$ cat config.mk
export PLATFORM = sky130hd
export DESIGN_NAME = ue_recovery_seq
export DESIGN_NICKNAME = d
export VERILOG_FILES = /design/src/rtl/ue_rec_pkg.sv /design/src/rtl/ue_way_counters.sv /design/src/rtl/ue_rec_fsm.sv /design/src/rtl/ue_fault_stat.sv /design/src/rtl/ue_recovery_seq.sv
export SDC_FILE = /design/constraint.sdc
export NUM_CORES = 1
export LEC_CHECK = 0
export ABC_AREA = 1
export BUFFER_PORTS_ARGS = -buffer_cell sky130_fd_sc_hd__buf_2
export CAP_MARGIN = 0
export CORE_MARGIN = 2
export CORE_UTILIZATION = 57
export CTS_BUF_LIST = sky130_fd_sc_hd__clkbuf_8
export DETAILED_ROUTE_END_ITERATION = 7
export PLACE_DENSITY = 0.87
export SLEW_MARGIN = 40
export SYNTH_ARGS = -nofsm -noshare
export SYNTH_HDL_FRONTEND = slang
export SYNTH_HIERARCHICAL = 1
export SYNTH_SLANG_ARGS = --single-unit
export TNS_END_PERCENT = 20
$ cat constraint.sdc
create_clock -name clk -period 3.8 [get_ports clk]
set_input_delay 0.76 -clock clk [delete_from_list [all_inputs] [get_ports clk]]
set_output_delay 0.76 -clock clk [all_outputs]
set_load 0.03 [all_outputs]
$ cat src/rtl/ue_rec_pkg.sv
package ue_rec_pkg;
  typedef enum logic [2:0] {
    ST_IDLE, ST_WRITEBACK, ST_REFILL, ST_RETRY, ST_REDUCE, ST_MARK, ST_TRAP
  } rec_state_e;

  localparam logic [1:0] CHK_CLEAN  = 2'b00;
  localparam logic [1:0] CHK_RAW    = 2'b01;
  localparam logic [1:0] CHK_MARKED = 2'b10;

  localparam logic [1:0] ACC_LOAD   = 2'b00;
  localparam logic [1:0] ACC_STORE  = 2'b01;
  localparam logic [1:0] ACC_DSTORE = 2'b10;
endpackage

$ cat src/rtl/ue_way_counters.sv
module ue_way_counters #(
  parameter int WAYS  = 4,
  parameter int CNT_W = 2,
  localparam int WAY_W = (WAYS > 1) ? $clog2(WAYS) : 1
) (
  input  logic             clk,
  input  logic             rst,
  input  logic             inc_en,
  input  logic [WAY_W-1:0] inc_way,
  input  logic [WAY_W-1:0] sel_way,
  input  logic [CNT_W-1:0] thresh,
  output logic             at_thresh
);
  localparam logic [CNT_W-1:0] CNT_MAX = {CNT_W{1'b1}};

  logic [CNT_W-1:0] cnt [WAYS];

  for (genvar w = 0; w < WAYS; w++) begin : g_way
    always_ff @(posedge clk) begin
      if (rst) begin
        cnt[w] <= '0;
      end else if (inc_en && inc_way == WAY_W'(w) && cnt[w] != CNT_MAX) begin
        cnt[w] <= cnt[w] + 1'b1;
      end
    end
  end

  assign at_thresh = (cnt[sel_way] >= thresh);
endmodule

$ cat src/rtl/ue_rec_fsm.sv
module ue_rec_fsm
  import ue_rec_pkg::*;
#(
  parameter int WAY_W = 2,
  parameter int DW_W  = 3,
  parameter int ID_W  = 8
) (
  input  logic             clk,
  input  logic             rst,
  input  logic             acc_valid,
  input  logic [1:0]       acc_kind,
  input  logic [WAY_W-1:0] acc_way,
  input  logic [DW_W-1:0]  acc_dw,
  input  logic [1:0]       chk_status,
  input  logic [ID_W-1:0]  err_id_cfg,
  input  logic             wb_done,
  input  logic             refill_done,
  input  logic             reduce_done,
  input  logic             at_thresh,
  output rec_state_e       state,
  output logic [WAY_W-1:0] tgt_way,
  output logic [DW_W-1:0]  tgt_dw,
  output logic [ID_W-1:0]  op_id,
  output logic             cnt_inc,
  output logic             trap_load,
  output logic             fix_set
);
  rec_state_e nxt;
  logic [1:0] kind_q;
  logic       cap_acc;
  logic       cap_id;

  always_comb begin
    nxt       = state;
    cnt_inc   = 1'b0;
    trap_load = 1'b0;
    fix_set   = 1'b0;
    cap_acc   = 1'b0;
    cap_id    = 1'b0;
    unique case (state)
      ST_IDLE: begin
        if (acc_valid) begin
          cap_acc = 1'b1;
          if (chk_status == CHK_RAW) begin
            nxt    = ST_WRITEBACK;
            cap_id = 1'b1;
          end else if (chk_status == CHK_MARKED) begin
            if (acc_kind == ACC_DSTORE) begin
              fix_set = 1'b1;
            end else begin
              nxt       = ST_TRAP;
              trap_load = 1'b1;
            end
          end
        end
      end
      ST_WRITEBACK: begin
        if (wb_done) begin
          cnt_inc = 1'b1;
          nxt     = ST_REFILL;
        end
      end
      ST_REFILL: begin
        if (refill_done) nxt = ST_RETRY;
      end
      ST_RETRY: begin
        if (chk_status == CHK_RAW) begin
          if (at_thresh) begin
            nxt = ST_REDUCE;
          end else begin
            nxt    = ST_WRITEBACK;
            cap_id = 1'b1;
          end
        end else if (chk_status == CHK_MARKED) begin
          if (kind_q == ACC_DSTORE) begin
            fix_set = 1'b1;
            nxt     = ST_IDLE;
          end else begin
            trap_load = 1'b1;
            nxt       = ST_TRAP;
          end
        end else begin
          nxt = ST_IDLE;
        end
      end
      ST_REDUCE: begin
        if (reduce_done) begin
          nxt    = ST_MARK;
          cap_id = 1'b1;
        end
      end
      ST_MARK: nxt = ST_RETRY;
      ST_TRAP: nxt = ST_IDLE;
      default: nxt = ST_IDLE;
    endcase
  end

  always_ff @(posedge clk) begin
    if (rst) begin
      state   <= ST_IDLE;
      tgt_way <= '0;
      tgt_dw  <= '0;
      kind_q  <= ACC_LOAD;
      op_id   <= '0;
    end else begin
      state <= nxt;
      if (cap_acc) begin
        tgt_way <= acc_way;
        tgt_dw  <= acc_dw;
        kind_q  <= acc_kind;
      end
      if (cap_id) op_id <= err_id_cfg;
    end
  end
endmodule

$ cat src/rtl/ue_fault_stat.sv
module ue_fault_stat #(
  parameter int ID_W = 8
) (
  input  logic            clk,
  input  logic            rst,
  input  logic            raw_set,
  input  logic            trap_load,
  input  logic [ID_W-1:0] trap_id,
  input  logic            fix_set,
  output logic            raw_flag,
  output logic            fsr_marked,
  output logic [ID_W-1:0] fsr_mark_id,
  output logic            dw_fix_req
);
  always_ff @(posedge clk) begin
    if (rst) begin
      raw_flag    <= 1'b0;
      fsr_marked  <= 1'b0;
      fsr_mark_id <= '0;
      dw_fix_req  <= 1'b0;
    end else begin
      if (raw_set) raw_flag <= 1'b1;
      if (trap_load) begin
        fsr_marked  <= 1'b1;
        fsr_mark_id <= trap_id;
      end
      dw_fix_req <= fix_set;
    end
  end
endmodule

$ cat src/rtl/ue_recovery_seq.sv
module ue_recovery_seq
  import ue_rec_pkg::*;
#(
  parameter int WAYS    = 4,
  parameter int LINE_DW = 8,
  parameter int ID_W    = 8,
  parameter int CNT_W   = 2,
  localparam int WAY_W  = (WAYS > 1) ? $clog2(WAYS) : 1,
  localparam int DW_W   = (LINE_DW > 1) ? $clog2(LINE_DW) : 1
) (
  input  logic             clk,
  input  logic             rst,
  input  logic             acc_valid,
  input  logic [1:0]       acc_kind,
  input  logic [WAY_W-1:0] acc_way,
  input  logic [DW_W-1:0]  acc_dw,
  input  logic [1:0]       chk_status,
  input  logic [ID_W-1:0]  chk_mark_id,
  input  logic [ID_W-1:0]  err_id_cfg,
  input  logic [CNT_W-1:0] reduce_thresh,
  input  logic             wb_done,
  input  logic             refill_done,
  input  logic             reduce_done,
  output logic             stall,
  output logic [WAY_W-1:0] tgt_way,
  output logic [DW_W-1:0]  tgt_dw,
  output logic [ID_W-1:0]  op_mark_id,
  output logic             wb_req,
  output logic             refill_req,
  output logic             reduce_req,
  output logic             mark_req,
  output logic             trap_req,
  output logic             dw_fix_req,
  output logic             raw_flag,
  output logic             fsr_marked,
  output logic [ID_W-1:0]  fsr_mark_id
);
  rec_state_e state;
  logic       at_thresh;
  logic       cnt_inc;
  logic       trap_load;
  logic       fix_set;

  ue_rec_fsm #(.WAY_W(WAY_W), .DW_W(DW_W), .ID_W(ID_W)) u_fsm (
    .clk(clk), .rst(rst),
    .acc_valid(acc_valid), .acc_kind(acc_kind), .acc_way(acc_way), .acc_dw(acc_dw),
    .chk_status(chk_status), .err_id_cfg(err_id_cfg),
    .wb_done(wb_done), .refill_done(refill_done), .reduce_done(reduce_done),
    .at_thresh(at_thresh), .state(state), .tgt_way(tgt_way), .tgt_dw(tgt_dw),
    .op_id(op_mark_id), .cnt_inc(cnt_inc), .trap_load(trap_load), .fix_set(fix_set)
  );

  ue_way_counters #(.WAYS(WAYS), .CNT_W(CNT_W)) u_cnt (
    .clk(clk), .rst(rst), .inc_en(cnt_inc), .inc_way(tgt_way),
    .sel_way(tgt_way), .thresh(reduce_thresh), .at_thresh(at_thresh)
  );

  ue_fault_stat #(.ID_W(ID_W)) u_stat (
    .clk(clk), .rst(rst), .raw_set(cnt_inc), .trap_load(trap_load),
    .trap_id(chk_mark_id), .fix_set(fix_set), .raw_flag(raw_flag),
    .fsr_marked(fsr_marked), .fsr_mark_id(fsr_mark_id), .dw_fix_req(dw_fix_req)
  );

  assign stall      = (state != ST_IDLE);
  assign wb_req     = (state == ST_WRITEBACK);
  assign refill_req = (state == ST_REFILL);
  assign reduce_req = (state == ST_REDUCE);
  assign mark_req   = (state == ST_MARK);
  assign trap_req   = (state == ST_TRAP);
endmodule

* Word-level counts from Yosys, hierarchy flattened
Memory sizes are Yosys's and may differ from the RTL's. A register that Yosys moved wholly into a read port is not among the register bits. Index checks and enable logic that the tools add are counted. W data, S select, Z words.
Cells by class: add/subtract/negate cells 4, multipliers 0, div/mod/pow operators 0, magnitude comparators 1, eq/ne operators 23, shift-type cells 0, multiplexer cells 58, bitwise operators 4, reduce and logical (&&, ||, !) cells 12
Operator list (count):
- $mux W1 | 37
- $mux W3 | 11
- $pmux W3 S6 | 1
- $ne A2 B2 Y1 const B | 8
- $mux W2 | 6
- $eq A2 B2 Y1 const B | 5
- $eq A3 B3 Y1 const B | 3
- $add A2 B1 Y2 const B | 4
- $logic_and A1 B1 Y1 | 8
- $eq A3 B2 Y1 const B | 2
- $reduce_and A6 Y1 | 1
- $eq A2 B1 Y1 const B | 2
- $or A1 B1 Y1 | 4
- $pmux W1 S2 | 2
- $eq A3 B1 Y1 const B | 1
- $logic_not A3 Y1 | 1
- $ne A3 B1 Y1 const B | 1
- $ne A3 B2 Y1 const B | 1
- $pmux W1 S3 | 1
- $reduce_bool A3 Y1 | 1
- $ge A2 B2 Y1 | 1
- $logic_not A2 Y1 | 1
Word-level totals: register bits 29, bits in latches 0, memory bits (writable) 8, bits in read-only memories 0, input bits 33, output and inout port bits 30, word-level logic and storage cells 112, memories 1
Memory list:
- u_cnt.cnt | depth 4, bits a word 2, read ports 5, clocked after Yosys merged registers in 1, write ports 4, RTL line ue_way_counters.sv:16 | logic [CNT_W-1:0] cnt [WAYS];

* Logic depth before layout (Yosys ltp)
word-level depth 8, mapped depth 13, mapped depth without buffers 13

* By module
Netlist, hierarchy kept.
By module, submodules not included:
- ue_rec_fsm | times used 1, cells each 145, area each 1014.7 um^2, seq. area each 360.3 um^2
- ue_way_counters | times used 1, cells each 75, area each 575.6 um^2, seq. area each 240.2 um^2
- ue_fault_stat | times used 1, cells each 60, area each 424.2 um^2, seq. area each 220.2 um^2
- ue_recovery_seq | times used 1, cells each 12, area each 46.3 um^2, seq. area each 0.0 um^2

* Least setup slack after synthesis
No wires, ideal clock.
path type register to register, from reg u_fsm/tgt_way[0] (netlist name), to reg u_fsm.op_id[0], library setup time 0.112 ns, arrival 1.979 ns, required time 3.688 ns, setup slack 1.710 ns, stages on the path, launching flop included 13, path buffers 0, period minus slack after synthesis 2.090 ns, path through dfxtp_1 -> inv_1 -> nand2_1 -> nand3_1 -> nand2_1 -> ha_1 -> o21ai_0 -> nand2_1 -> nand2_4 -> nand2_2 -> o21a_4 -> nor2_2 -> nor2_1
RTL lines:
- to (signal assigned) | RTL line ue_rec_fsm.sv:112 | if (cap_id) op_id <= err_id_cfg;
- to (decl) | RTL line ue_rec_fsm.sv:23 | output logic [ID_W-1:0] op_id,

==> run_results.csv <==
group,metric,value,unit
cts,post_cts.repair.setup_buffers,0,
cts,path_clk_slew,0.08,ns
timing,finClkSkew,0.006024,ns
setup_path,r2r-start,"u_fsm/tgt_way[0]",
setup_path,cpLargestDelayFamily,"simple AND/OR/NAND/NOR gates",
timing,rsz0062_at_grt,"no",
setup_path,crit_top_cell,"nand2_1",
route,firstDrtPassIters,4,
cts,cts_resized,0,
power_and_ir_drop,powerDensity,642.8,nW/um^2
setup_path,r2r_end,"u_fsm/op_id[3]",
setup_path,critPathLaunch,"u_fsm/tgt_way[0]",
setup_path,ff2ff_setup_slack,1.66,ns
setup_path,path_buf_inv,1,
timing,slew_headroom,61.29,%
setup_path,required,4.03,ns
route,num_vias,2020,
setup_path,r2r.worst_path.cells,12,
power_and_ir_drop,sequentialPowerShare,34.0,%
die,die_h,64.13,um
setup_path,path_class,"reg -> reg",
route,ant_nets,0,
timing,setup_viol,0,
route,wl,4468,um
yosys,syn_inst,292,
placement,dpl_cell_area,2410,sq um
cts,cts_tree,"yes",
route,drcViolationCount,0,
setup_path,cp_max_fo,11,
die,die_w,64.13,um
setup_path,slowest_stage,"dfxtp_1",
cts,clkLatencyLatePin,0.30,ns
power_and_ir_drop,comb_power_share,44.8,%
cts,cts_root_buf,"clkbuf_8",
die,initial_core_util,60.33,%
timing,hold_viol,0,
route,drt_first_iter_violations,130,
power_and_ir_drop,clkPwrFrac,21.2,%
timing,postLayoutSetupSlackWorst,1.664,ns
power_and_ir_drop,ir_drop,489.6,uV
layout,nFillCells,290,
yosys,synth.largest_area_cell,"dfxtp_1",
layout,stdcell_area,2524,sq um
setup_path,cp.depth,12,
route,wl_per_cell,11.03,um
timing,finalCritPeriodShare,56.22,%
cts,cts_made_buffers,5,
die,placementRows,21,
power_and_ir_drop,power.internal,0.0009045,W
grt,grt_max_degree,18,
setup_path,worstPathArrival,2.37,ns
timing,tightestPinTransition,0.5762,ns
power_and_ir_drop,power_switching,0.0007177,W
setup_path,worstPathCellList,"inv_1 -> nand2_1 -> nand3_1 -> nand2_1 -> ha_1 -> o21ai_0 -> nand2_1 -> nand2_4 -> nand4_2 -> nand3b_1 -> nand2_1 -> nor2_1",
grt,overflow,0,
power_and_ir_drop,power,0.001622,W
grt,antenna_found_initial,0,
layout,drive_above_1_share,28.41,%
hold_path,hp-class,"reg -> reg",
route,routed_via_density,4.988,
placement,hpwlAfterDp,3318,um
placement,numPortBuffers,62,
yosys,synth_seq_cells,37,
setup_path,cp-endpoint,"u_fsm/op_id[3]",
grt,grt_usage,23.12,%
cts,holdBufCountCts,0,
cts,cts_max_path_buffers,2,
grt,grt_pass1_wl,7500,um
die,ios,63,
layout,n_antenna_cell,0,
die,core,3416,sq um
yosys,synthesis.nets,333,
layout,syn_to_final_growth,22.47,%
yosys,netlist.area_leader.share,28.17,%
timing,fin_setup_tns,0,ns
outcome,status,"completed",
yosys,syn_area_per_cell,7.057,sq um
grt,grt_pass1_vias,1772,
die,die_area,4112,sq um
yosys,synth_area,2061,sq um
yosys,yosysSeqAreaShare,39.83,%
setup_path,critPathMaxStageDelay,0.55,ns
flow_run,cap_viol_max_count,0,
cts,clock_sinks,37,
setup_path,cp-start-kind,"register",
timing,drv_slew,0,
timing,fin_crit,2.137,ns
layout,nNetsFinal,399,
timing,max_freq,468.1,MHz
power_and_ir_drop,p_leak,1.347,nW
placement,place_congestion,0.8260,
yosys,yosys-top-cells-area,"dfxtp_1 28%, nand2_1 12%, edfxtp_1 12%, nor2_1 10%, inv_1 7.5%",
yosys,yosysWarnings,6,
setup_path,worst_setup_path_end_kind,"register",
power_and_ir_drop,p_sw_share,44.24,%
cts,cts_max_level,2,
yosys,ys_types,29,
placement,pre_cts_ws,1.627,ns
[Yosys cell counts, drive strengths merged]
library cell and number:
a21boi 1, a21oi 9, a31oi 1, buf 4, clkinv 1, dfxtp 29, edfxtp 8, ha 8
inv 47, nand2 72, nand3 25, nand3b 9, nand4 2, nor2 68, nor3 2, o211ai 1
o21a 1, o21ai 3, o31ai 1
[worst register-to-register path, stage by stage (launching register included)]
cell	delay [ns]
dfxtp_1	0.55
inv_1	0.14
nand2_1	0.08
nand3_1	0.06
nand2_1	0.07
ha_1	0.21
o21ai_0	0.17
nand2_1	0.14
nand2_4	0.10
nand4_2	0.21
nand3b_1	0.16
nand2_1	0.06
nor2_1	0.11
[metrics by stage]
step	utilization, %	hold WS (ns)	instances
after CTS	73.88	0.4675	405
after floorplan	-	0.4322	292
after global routing	73.88	0.4899	405
after global placement	70.55	0.4486	397
final	73.88	0.4628	405
after detailed placement	70.55	0.4559	397
[kinds of logic after synthesis]
logic type | count (synthesis) | share of synthesized area (%)
and+or+nand+nor | 178 | 40.01
buffers and inverters | 52 | 10.26
DFF | 37 | 39.83
AOI/OAI and AO/OA | 17 | 5.039
adders and majority gates | 8 | 4.858
[flip-flops by register name (all words and copies together), names as in the netlist]
| register | count |
|---|---|
| u_fsm/tgt_way | 2 |
| u_fsm/kind_q | 2 |
| u_stat/fsr_marked | 1 |
| u_stat/fsr_mark_id | 8 |
| u_fsm/tgt_dw | 3 |
| u_fsm/op_id | 8 |
| u_fsm/state | 3 |
| u_cnt/cnt | 8 |
| u_stat/dw_fix_req | 1 |
| u_stat/raw_flag | 1 |
[routing by layer]
layer | global-route usage (%) | part of all wire, %
met5 | 0 | 0
met4 | 10.90 | 2.2
met1 | 29.29 | 45
met3 | 4.930 | 5.2
met2 | 37.50 | 48
[worst min-delay path by stage]
stage	start	to	cells past startpoint
final	u_fsm/tgt_dw[1]	u_fsm/tgt_dw[1]	2
after global routing	u_stat/fsr_mark_id[1]	u_stat/fsr_mark_id[1]	2
after CTS	u_fsm/tgt_dw[1]	u_fsm/tgt_dw[1]	2
after detailed placement	u_fsm/tgt_dw[1]	u_fsm/tgt_dw[1]	2
after global placement	u_fsm/kind_q[1]	u_fsm/kind_q[1]	2
after floorplan	u_fsm/kind_q[1]	u_fsm/kind_q[1]	2
[power groups by stage]
| stage | combinational (W) | sequential [W] | clock (W) |
|---|---|---|---|
| floorplan | 0.000454 | 0.000646 | 0 |
| global placement | 0.000701 | 0.000558 | 0 |
| detailed placement | 0.000722 | 0.000559 | 0 |
| CTS | 0.000726 | 0.000552 | 0.000350 |
| global route | 0.000810 | 0.000564 | 0.000368 |
| finish | 0.000726 | 0.000552 | 0.000344 |
[layout make-up]
class	count	area, sq um	share of cell area (%)
Tap cell	46	57.56	2.281
Clock inverter	3	45.04	1.785
Sequential cell	37	820.8	32.52
Inverter	48	180.2	7.139
Timing Repair Buffer	63	317.8	12.59
Multi-Input combinational cell	203	1033	40.95
Clock buffer	5	68.82	2.727
[layout by cell type (no fill, tap or decap)]
master,instances
a21oi_1,9
clkinv_4,1
ha_1,8
nor2_2,11
nand3_1,23
o21a_4,1
inv_2,6
inv_1,41
nand3b_1,9
nor2_1,55
clkinv_1,1
edfxtp_1,8
nand2_4,1
nor3_2,1
o31ai_2,1
bufinv_16,1
nand2_2,5
inv_4,1
a31oi_1,1
o21ai_0,3
nand2_1,66
nand4_2,1
o211ai_1,1
nand4_1,1
dfxtp_1,29
clkbuf_8,5
nand3_2,2
buf_4,1
a21boi_1,1
buf_2,62
nor2_4,2
nor3_1,1
No activity file was read; power rests on OpenSTA's default activity.
